$ cat config.mk
export PLATFORM = sky130hd
export DESIGN_NAME = tc16
export DESIGN_NICKNAME = d
export VERILOG_FILES = /design/src/rtl/tc16.sv
export SDC_FILE = /design/constraint.sdc
export NUM_CORES = 1
export LEC_CHECK = 0
export ABC_CLOCK_PERIOD_IN_PS = 10300
export BUFFER_PORTS_ARGS = -buffer_cell sky130_fd_sc_hd__buf_2
export CAP_MARGIN = 20
export CORE_ASPECT_RATIO = 0.75
export CORE_MARGIN = 1.5
export CORE_UTILIZATION = 29
export DETAILED_ROUTE_END_ITERATION = 10
export GPL_ROUTABILITY_DRIVEN = 0
export GPL_TIMING_DRIVEN = 0
export PLACE_DENSITY = 0.5
export SLEW_MARGIN = 40
export SYNTH_ARGS = -nofsm -noshare
export SYNTH_HDL_FRONTEND = slang
export SYNTH_SLANG_ARGS = --single-unit
$ cat constraint.sdc
create_clock -name clk -period 10.3 [get_ports clk]
set_input_delay 3.09 -clock clk [delete_from_list [all_inputs] [get_ports clk]]
set_output_delay 3.09 -clock clk [all_outputs]
set_load 0.02 [all_outputs]
$ cat src/rtl/tc16.sv
module tc16 #(
  parameter int BAUD_DIV = 16
) (
  input  logic       clk,
  input  logic       rst_n,
  input  logic       mc_tick,
  input  logic       st_tick,
  input  logic       cnt_pin,
  input  logic       trg_pin,
  input  logic       bus_wr,
  input  logic [2:0] bus_addr,
  input  logic [7:0] bus_wdata,
  output logic [7:0] bus_rdata,
  output logic       ovf_flag,
  output logic       ext_flag,
  output logic       baud_tick,
  output logic       clk_out
);
  localparam int PW = (BAUD_DIV > 1) ? $clog2(BAUD_DIV) : 1;
  localparam logic [2:0] A_CTRL = 3'd0, A_MODE = 3'd1, A_CLO = 3'd2,
                         A_CHI = 3'd3, A_RLO = 3'd4, A_RHI = 3'd5;

  logic run, cnt_sel, ext_en, rx_sel, tx_sel, cap_sel, dn_en, out_en;
  logic [15:0] cnt, rld, cnt_nx, rld_nx;
  logic cnt_smp, trg_smp;
  logic [PW-1:0] pre;

  wire cnt_fall   = mc_tick & cnt_smp & ~cnt_pin;
  wire trg_fall   = mc_tick & trg_smp & ~trg_pin;
  wire baud_mode  = rx_sel | tx_sel;
  wire clko_mode  = out_en & ~cnt_sel;
  wire fast       = baud_mode | clko_mode;
  wire cap_mode   = ~fast & cap_sel;
  wire ud_mode    = ~fast & ~cap_sel & dn_en;
  wire up_rl      = ~fast & ~cap_sel & ~dn_en;
  wire going_down = ud_mode & ~trg_pin;
  wire step       = run & (cnt_sel ? cnt_fall : (fast ? st_tick : mc_tick));
  wire roll       = step & ~going_down & (cnt == 16'hFFFF);
  wire under      = step & going_down & (cnt == rld);
  wire edge_hit   = ext_en & trg_fall & ~ud_mode;
  wire edge_rl    = edge_hit & up_rl;
  wire edge_cap   = edge_hit & cap_mode;
  wire wr_ctrl    = bus_wr & (bus_addr == A_CTRL);
  wire ovf_set    = (roll & ~fast) | under;
  wire ext_tgl    = ud_mode & (roll | under);

  always_comb begin
    cnt_nx = cnt;
    rld_nx = rld;
    if (edge_rl)       cnt_nx = rld;
    else if (under)    cnt_nx = 16'hFFFF;
    else if (roll)     cnt_nx = cap_mode ? 16'h0000 : rld;
    else if (step)     cnt_nx = going_down ? cnt - 16'd1 : cnt + 16'd1;
    if (edge_cap)      rld_nx = cnt;
    if (bus_wr) begin
      case (bus_addr)
        A_CLO:   cnt_nx[7:0]  = bus_wdata;
        A_CHI:   cnt_nx[15:8] = bus_wdata;
        A_RLO:   rld_nx[7:0]  = bus_wdata;
        A_RHI:   rld_nx[15:8] = bus_wdata;
        default: ;
      endcase
    end
  end

  always_ff @(posedge clk) begin
    if (!rst_n) begin
      {run, cnt_sel, ext_en, rx_sel, tx_sel, cap_sel, dn_en, out_en} <= '0;
      cnt <= '0;
      rld <= '0;
      cnt_smp <= 1'b0;
      trg_smp <= 1'b0;
      ovf_flag <= 1'b0;
      ext_flag <= 1'b0;
      pre <= '0;
      baud_tick <= 1'b0;
      clk_out <= 1'b0;
    end else begin
      cnt <= cnt_nx;
      rld <= rld_nx;
      if (mc_tick) begin
        cnt_smp <= cnt_pin;
        trg_smp <= trg_pin;
      end
      if (wr_ctrl) begin
        run     <= bus_wdata[0];
        cnt_sel <= bus_wdata[1];
        ext_en  <= bus_wdata[2];
        rx_sel  <= bus_wdata[3];
        tx_sel  <= bus_wdata[4];
        cap_sel <= bus_wdata[5];
      end
      if (bus_wr && bus_addr == A_MODE) begin
        dn_en  <= bus_wdata[0];
        out_en <= bus_wdata[1];
      end
      ovf_flag <= ovf_set | (ovf_flag & ~(wr_ctrl & ~bus_wdata[6]));
      ext_flag <= ext_tgl ? ~ext_flag
                          : (edge_hit | (ext_flag & ~(wr_ctrl & ~bus_wdata[7])));
      baud_tick <= 1'b0;
      if (!baud_mode) pre <= '0;
      else if (roll) begin
        if (pre == PW'(BAUD_DIV - 1)) begin
          pre <= '0;
          baud_tick <= 1'b1;
        end else pre <= pre + 1'b1;
      end
      if (clko_mode && roll) clk_out <= ~clk_out;
    end
  end

  always_comb begin
    case (bus_addr)
      A_CTRL:  bus_rdata = {ext_flag, ovf_flag, cap_sel, tx_sel, rx_sel, ext_en, cnt_sel, run};
      A_MODE:  bus_rdata = {6'b0, out_en, dn_en};
      A_CLO:   bus_rdata = cnt[7:0];
      A_CHI:   bus_rdata = cnt[15:8];
      A_RLO:   bus_rdata = rld[7:0];
      A_RHI:   bus_rdata = rld[15:8];
      default: bus_rdata = 8'h00;
    endcase
  end

  assert_hold_when_stopped_R12: assert property (@(posedge clk) disable iff (!rst_n)
    (!run && !bus_wr && !ext_en) |=> $stable(cnt));
  assert_no_flag_in_rate_R8: assert property (@(posedge clk) disable iff (!rst_n)
    $rose(ovf_flag) |-> !$past(fast));
  assert_clkout_only_in_mode_R10: assert property (@(posedge clk) disable iff (!rst_n)
    !$stable(clk_out) |-> $past(clko_mode));
  assert_baud_only_in_mode_R8: assert property (@(posedge clk) disable iff (!rst_n)
    baud_tick |-> $past(baud_mode));
  assert_capture_value_R4: assert property (@(posedge clk) disable iff (!rst_n)
    (edge_cap && !bus_wr) |=> rld == $past(cnt));
  assert_underflow_load_R6: assert property (@(posedge clk) disable iff (!rst_n)
    (under && !bus_wr) |=> cnt == 16'hFFFF);
  assert_ud_ignores_edge_R7: assert property (@(posedge clk) disable iff (!rst_n)
    (ud_mode && !run && !bus_wr) |=> ($stable(cnt) && $stable(ext_flag)));
endmodule

---- Word level (Yosys, flattened, before mapping) ----
Index checks and enable logic that the tools add are counted.
word-level totals
  register bits ........................... 50
  latch bits .............................. 0
  memory bits (writable) .................. 0
  memory bits (read-only) ................. 0
  input port bits ......................... 18
  output and inout port bits .............. 12
  logic and storage cells ................. 98
  memories ................................ 0
cells by class
  add/sub/neg operators ................... 3
  multiply operators ...................... 0
  divide/modulo/power cells ............... 0
  order comparisons ....................... 0
  equal/unequal tests ..................... 8
  shifts and indexed selects .............. 0
  multiplexer cells ....................... 19
  bitwise gates (word level) .............. 46
  reduce and logical (&&, ||, !) cells .... 5
operators with widths
  operator               count
  $mux 16                9
  $pmux 8 s6             1
  $mux 8                 4
  $and 1x1->1            26
  $add 16x1->16 const B  1
  $eq 16x16->1           1
  $eq 16x16->1 const B   1
  $sub 16x1->16 const B  1
  $not 1->1              14
  $eq 3x2->1 const B     2
  $eq 3x3->1 const B     2
  $or 1x1->1             6
  $add 4x1->4 const B    1
  $eq 4x4->1 const B     1
  $mux 1                 4
  $mux 4                 1
  $eq 3x1->1 const B     1
  $logic_not 3->1        1
  $reduce_and 3->1       1
  $logic_and 1x1->1      2
  $reduce_and 2->1       1

---- Depth between registers and ports, before layout ----
  word-level depth ........................ 15
  mapped depth ............................ 13
  gate-level depth less buffers ........... 10

---- Worst setup path after synthesis ----
Ideal clock, no wire load.
  path kind ............................... in2out
  from .................................... input bus_addr[0]
  to ...................................... output bus_rdata[0]
  data arrival time ....................... 4.429 ns
  required time ........................... 7.210 ns
  slack ................................... 2.781 ns
  stages on the path ...................... 5
  path buffers ............................ 2
  cells stage by stage .................... clkbuf_1 > buf_1 > nand2_1 > o22a_1 > o21ai_0
on the way
  word-level cells in the longest chain between the ends .. 2
  elaborated cells on any way between the ends .. 7
  those cells by class .................... eq/ne (5); mux (1); reduce/logical (1)
ends and longest elaborated chain
  what                                line  source
  from (decl)                         11    input logic [2:0] bus_addr,
  $eq 3x3->1 (tied with other cells)  113   case (bus_addr)
  $pmux 8 s6 (*)                      113
  to (decl)                           13    output logic [7:0] bus_rdata,
Every way passes the cells marked *; elsewhere a longest branch is shown, timed or not.

---- Final worst setup path ----
  from .................................... input bus_addr[1]
  to ...................................... output bus_rdata[7]
Same word-level chain as after synthesis.

==> impl_results.md <==
* Clk pin slew, worst setup/hold paths at 0.07 ns
* FF-to-FF End: cnt[10]$_SDFF_PN0_
* Via count of the first global-routing pass at 3746
* Proportion of register bits with asynchronous set or reset after synthesis at 0%
* Flop and latch count out of synthesis at 50
* Maximum number of pins on one net before global-route repair at 19
* Starting Density at 30.2%
* Primary FF master, synth: sky130_fd_sc_hd__dfxtp_1
* Final Hold Violating Endpoints at 0
* Worst ir drop on vdd at 67.7 µV
* Number of optimization iterations in the first detailed-route pass at 6
* Routed wire per std cell at 21.7 µm
* Root buffer cell: sky130_fd_sc_hd__clkbuf_16
* Fin nets at 532
* Worst Setup SP: bus_addr[1]
* Floorplan die area at 13700 µm²
* Number of sinks handled by clock tree synthesis at 50
* Input/output buffers at 26
* Number of buffers inserted during clock tree synthesis at 5
* Worst slew pin tran at 0.839 ns
* H-tree depth at 2
* Accumulated negative setup slack at 0 ns
* Minimum clock period after layout at 7.63 ns
* WP data arrival at 4.54 ns
* Buffer count from post-CTS setup fixing at 0
* Post-route antenna net violation count at 0
* Top cell type's share of synthesized area at 26.6%
* Hold path start: pre[3]$_SDFFE_PN0P_
* DR vias/cell at 6.12
* Worst reg2reg setup slack at 6.26 ns
* Fraction of the cycle the final worst path needs at 74.0%
* Final worst hold slack at 0.496 ns
* Syn nets at 499
* Slew margin rel. at 43.6%
* Cts-stage hold buffer count at 0
* Number of library cell types mapped by synthesis at 58
* Die Span Y at 102 µm
* Status: complete, no violations
* Global-route wire length before repair at 22300 µm
* Buffers from clock root to sink, at most at 2
* Leak pwr at 1.63 nW
* Post-synth top area cell: sky130_fd_sc_hd__dfxtp_1
* Post-cts repair resize count at 0
* First DRT Iteration DRCs at 563
* Clock tree from TritonCTS: yes
* Max Fclk at 0.131 GHz
* Endpoint class of the critical path: output port
* # DRC at 0
* Horizontal die dimension at 134 µm
* Antenna violations before repair at 0
* Top-level I/O count at 30
* Max-slew violation total from the final report at 0
* Filler cell count at 1369
* Area of the placeable core at 12400 µm²
* RSZ-0062 raised after global routing: no
* Critical path startpoint category: primary input
* Final setup skew at 0.00695 ns
* Depth of the worst hold-timing path at 2
* Number of max-cap violations at 0
* Data required time of the worst path at 7.21 ns
* Total wire length after detailed routing at 14700 µm
* Dominant cells by area after synthesis: sky130_fd_sc_hd__dfxtp_1 27%, sky130_fd_sc_hd__mux2i_1 8.5%, sky130_fd_sc_hd__nand2_1 5.1%
* FP Rows at 35
* Largest fanout on the critical path at 10
* Cell Pwr Density at 108 nW/µm²
* Type of the worst setup path: primary input to output port
* Number of placed instances, taps included at 671
* Synthesis-to-finish area growth at 13.3%
* Global-route usage over all layers at 21.9%
* Source of the worst register-to-register timing path: dn_en$_SDFFE_PN0P_
* Number of vias in the routed layout at 4154
* Share of layout cells above drive strength 1 at 10.9%
* Final setup violation count at 0
* Gate count of the mapped netlist at 479
* Total power after layout at 461 µW
* Non-filler instance count after layout at 679
* Area of the mapped netlist at 3760 µm²
* R2R cell count at 12
* Clock latency on the worst-skew pair at 0.30 ns
* End of the worst hold path: baud_tick$_SDFF_PN0_
* Number of synthesized flops with an enable pin at 0
* Detailed-placement wirelength estimate at 10800 µm
* Proportion of synthesized chip area in sequential cells at 26.6%
* Synthesized area divided by synthesized cell count at 7.84 µm²
* Ant diodes at 0
* Overflow after GRT at 0
* Number of warnings printed during yosys synthesis at 0
* Path class of the lowest-slack min-delay path: flip-flop to flip-flop
==> layout make-up <==
cell class | count | area, µm² | area share [%]
multi-input combinational | 378 | 2570 | 60.3
sequential | 50 | 1000 | 23.5
tap | 166 | 208 | 4.88
buffer | 45 | 175 | 4.12
timing repair buffer | 26 | 130 | 3.06
clock buffer | 5 | 125 | 2.94
clock inverter | 3 | 28.8 | 0.676
inverter | 6 | 22.5 | 0.529
==> per-stage QoR <==
stage	area, µm²	worst slack, ns	utilization, %
6_report	4260	2.67	34.2
4_1_cts	4250	2.73	34.2
5_1_grt	4260	2.55	34.2
3_3_place_gp	4090	2.75	32.9
3_5_place_dp	4100	2.73	32.9
2_1_floorplan	3760	2.78	-
==> cells by family after synthesis <==
logic type	synth area share [%]
AO/OA/AOI/OAI	26.2
XOR/XNOR	5.83
adder cells (fa/ha/maj)	0.666
buffers and inverters	5.26
flip-flops	26.6
multiplexers	9.13
AND/OR/NAND/NOR	26.3
==> report_power, final <==
| group | internal, mW | total, mW | switching [mW] |
|---|---|---|---|
| Clock | 0.0936 | 0.184 | 0.0908 |
| Sequential | 0.199 | 0.206 | 0.00716 |
| Combinational | 0.0245 | 0.0712 | 0.0467 |
| Total | 0.317 | 0.461 | 0.145 |
==> cell usage after synthesis, types with 2 or more instances <==
library cell and instances:
sky130_fd_sc_hd__nand2_1 51, sky130_fd_sc_hd__dfxtp_1 50, sky130_fd_sc_hd__clkbuf_1 36, sky130_fd_sc_hd__mux2i_1 32, sky130_fd_sc_hd__a21oi_1 22, sky130_fd_sc_hd__nor2_1 19, sky130_fd_sc_hd__o21ai_0 19, sky130_fd_sc_hd__xor2_1 18
sky130_fd_sc_hd__o211ai_1 17, sky130_fd_sc_hd__or3_1 17, sky130_fd_sc_hd__o211a_1 16, sky130_fd_sc_hd__nand3_1 14, sky130_fd_sc_hd__a31oi_1 13, sky130_fd_sc_hd__nor2b_1 13, sky130_fd_sc_hd__a22oi_1 11, sky130_fd_sc_hd__nor4_1 11
sky130_fd_sc_hd__nor3_1 10, sky130_fd_sc_hd__nand4_1 8, sky130_fd_sc_hd__o221ai_1 8, sky130_fd_sc_hd__xnor2_1 7, sky130_fd_sc_hd__inv_1 6, sky130_fd_sc_hd__nand3b_1 6, sky130_fd_sc_hd__and2_1 5, sky130_fd_sc_hd__and3_1 5
sky130_fd_sc_hd__buf_2 5, sky130_fd_sc_hd__or4_1 5, sky130_fd_sc_hd__a31o_2 4, sky130_fd_sc_hd__buf_1 4, sky130_fd_sc_hd__o22ai_1 4, sky130_fd_sc_hd__nand2b_1 3, sky130_fd_sc_hd__nor3b_1 3, sky130_fd_sc_hd__o31ai_1 3
sky130_fd_sc_hd__or2_2 3, sky130_fd_sc_hd__a2111oi_0 2, sky130_fd_sc_hd__and4_1 2, sky130_fd_sc_hd__ha_1 2, sky130_fd_sc_hd__mux2_2 2, sky130_fd_sc_hd__o311ai_0 2, sky130_fd_sc_hd__o41a_1 2
==> how the worst max path moves through the flow <==
stage / endpoint
after global routing: bus_rdata[0]
after CTS: bus_rdata[7]
after global placement: bus_rdata[6]
after detailed placement: bus_rdata[7]
final: bus_rdata[7]
after floorplan: bus_rdata[0]
==> worst max-delay path, cell delays in order <==
cell and delay, ns:
sky130_fd_sc_hd__buf_2 0.10, sky130_fd_sc_hd__clkbuf_1 0.35, sky130_fd_sc_hd__and2_0 0.18, sky130_fd_sc_hd__clkbuf_1 0.26, sky130_fd_sc_hd__a22oi_1 0.12, sky130_fd_sc_hd__o221ai_1 0.23
sky130_fd_sc_hd__buf_2 0.21
==> layer usage <==
layer,vias to the layer above,part of all wire (%),track usage [%]
li1,1874,-,-
met1,1965,46,32.6
met2,289,38,29.3
met3,26,14,7.51
met4,0,1.8,6.12
met5,-,0,0
==> cells in the final DEF (no fill, tap or decap), types with 14 or more instances in the layout <==
| cell | count |
|---|---|
| sky130_fd_sc_hd__a21oi_1 | 22 |
| sky130_fd_sc_hd__buf_2 | 31 |
| sky130_fd_sc_hd__clkbuf_1 | 36 |
| sky130_fd_sc_hd__dfxtp_1 | 50 |
| sky130_fd_sc_hd__mux2i_1 | 32 |
| sky130_fd_sc_hd__nand2_1 | 51 |
| sky130_fd_sc_hd__nand3_1 | 14 |
| sky130_fd_sc_hd__nor2_1 | 18 |
| sky130_fd_sc_hd__o211a_1 | 16 |
| sky130_fd_sc_hd__o211ai_1 | 17 |
| sky130_fd_sc_hd__o21ai_0 | 19 |
| sky130_fd_sc_hd__or3_1 | 17 |
| sky130_fd_sc_hd__xor2_1 | 18 |
==> registers in the layout, summed over array words and instances (netlist names) <==
register   flops
clk_out        1
tx_sel         1
ovf_flag       1
cap_sel        1
trg_smp        1
ext_en         1
ext_flag       1
rld           16
dn_en          1
cnt           16
out_en         1
cnt_sel        1
run            1
cnt_smp        1
pre            4
rx_sel         1
baud_tick      1
Note: power is estimated with default switching activity, not from simulation.
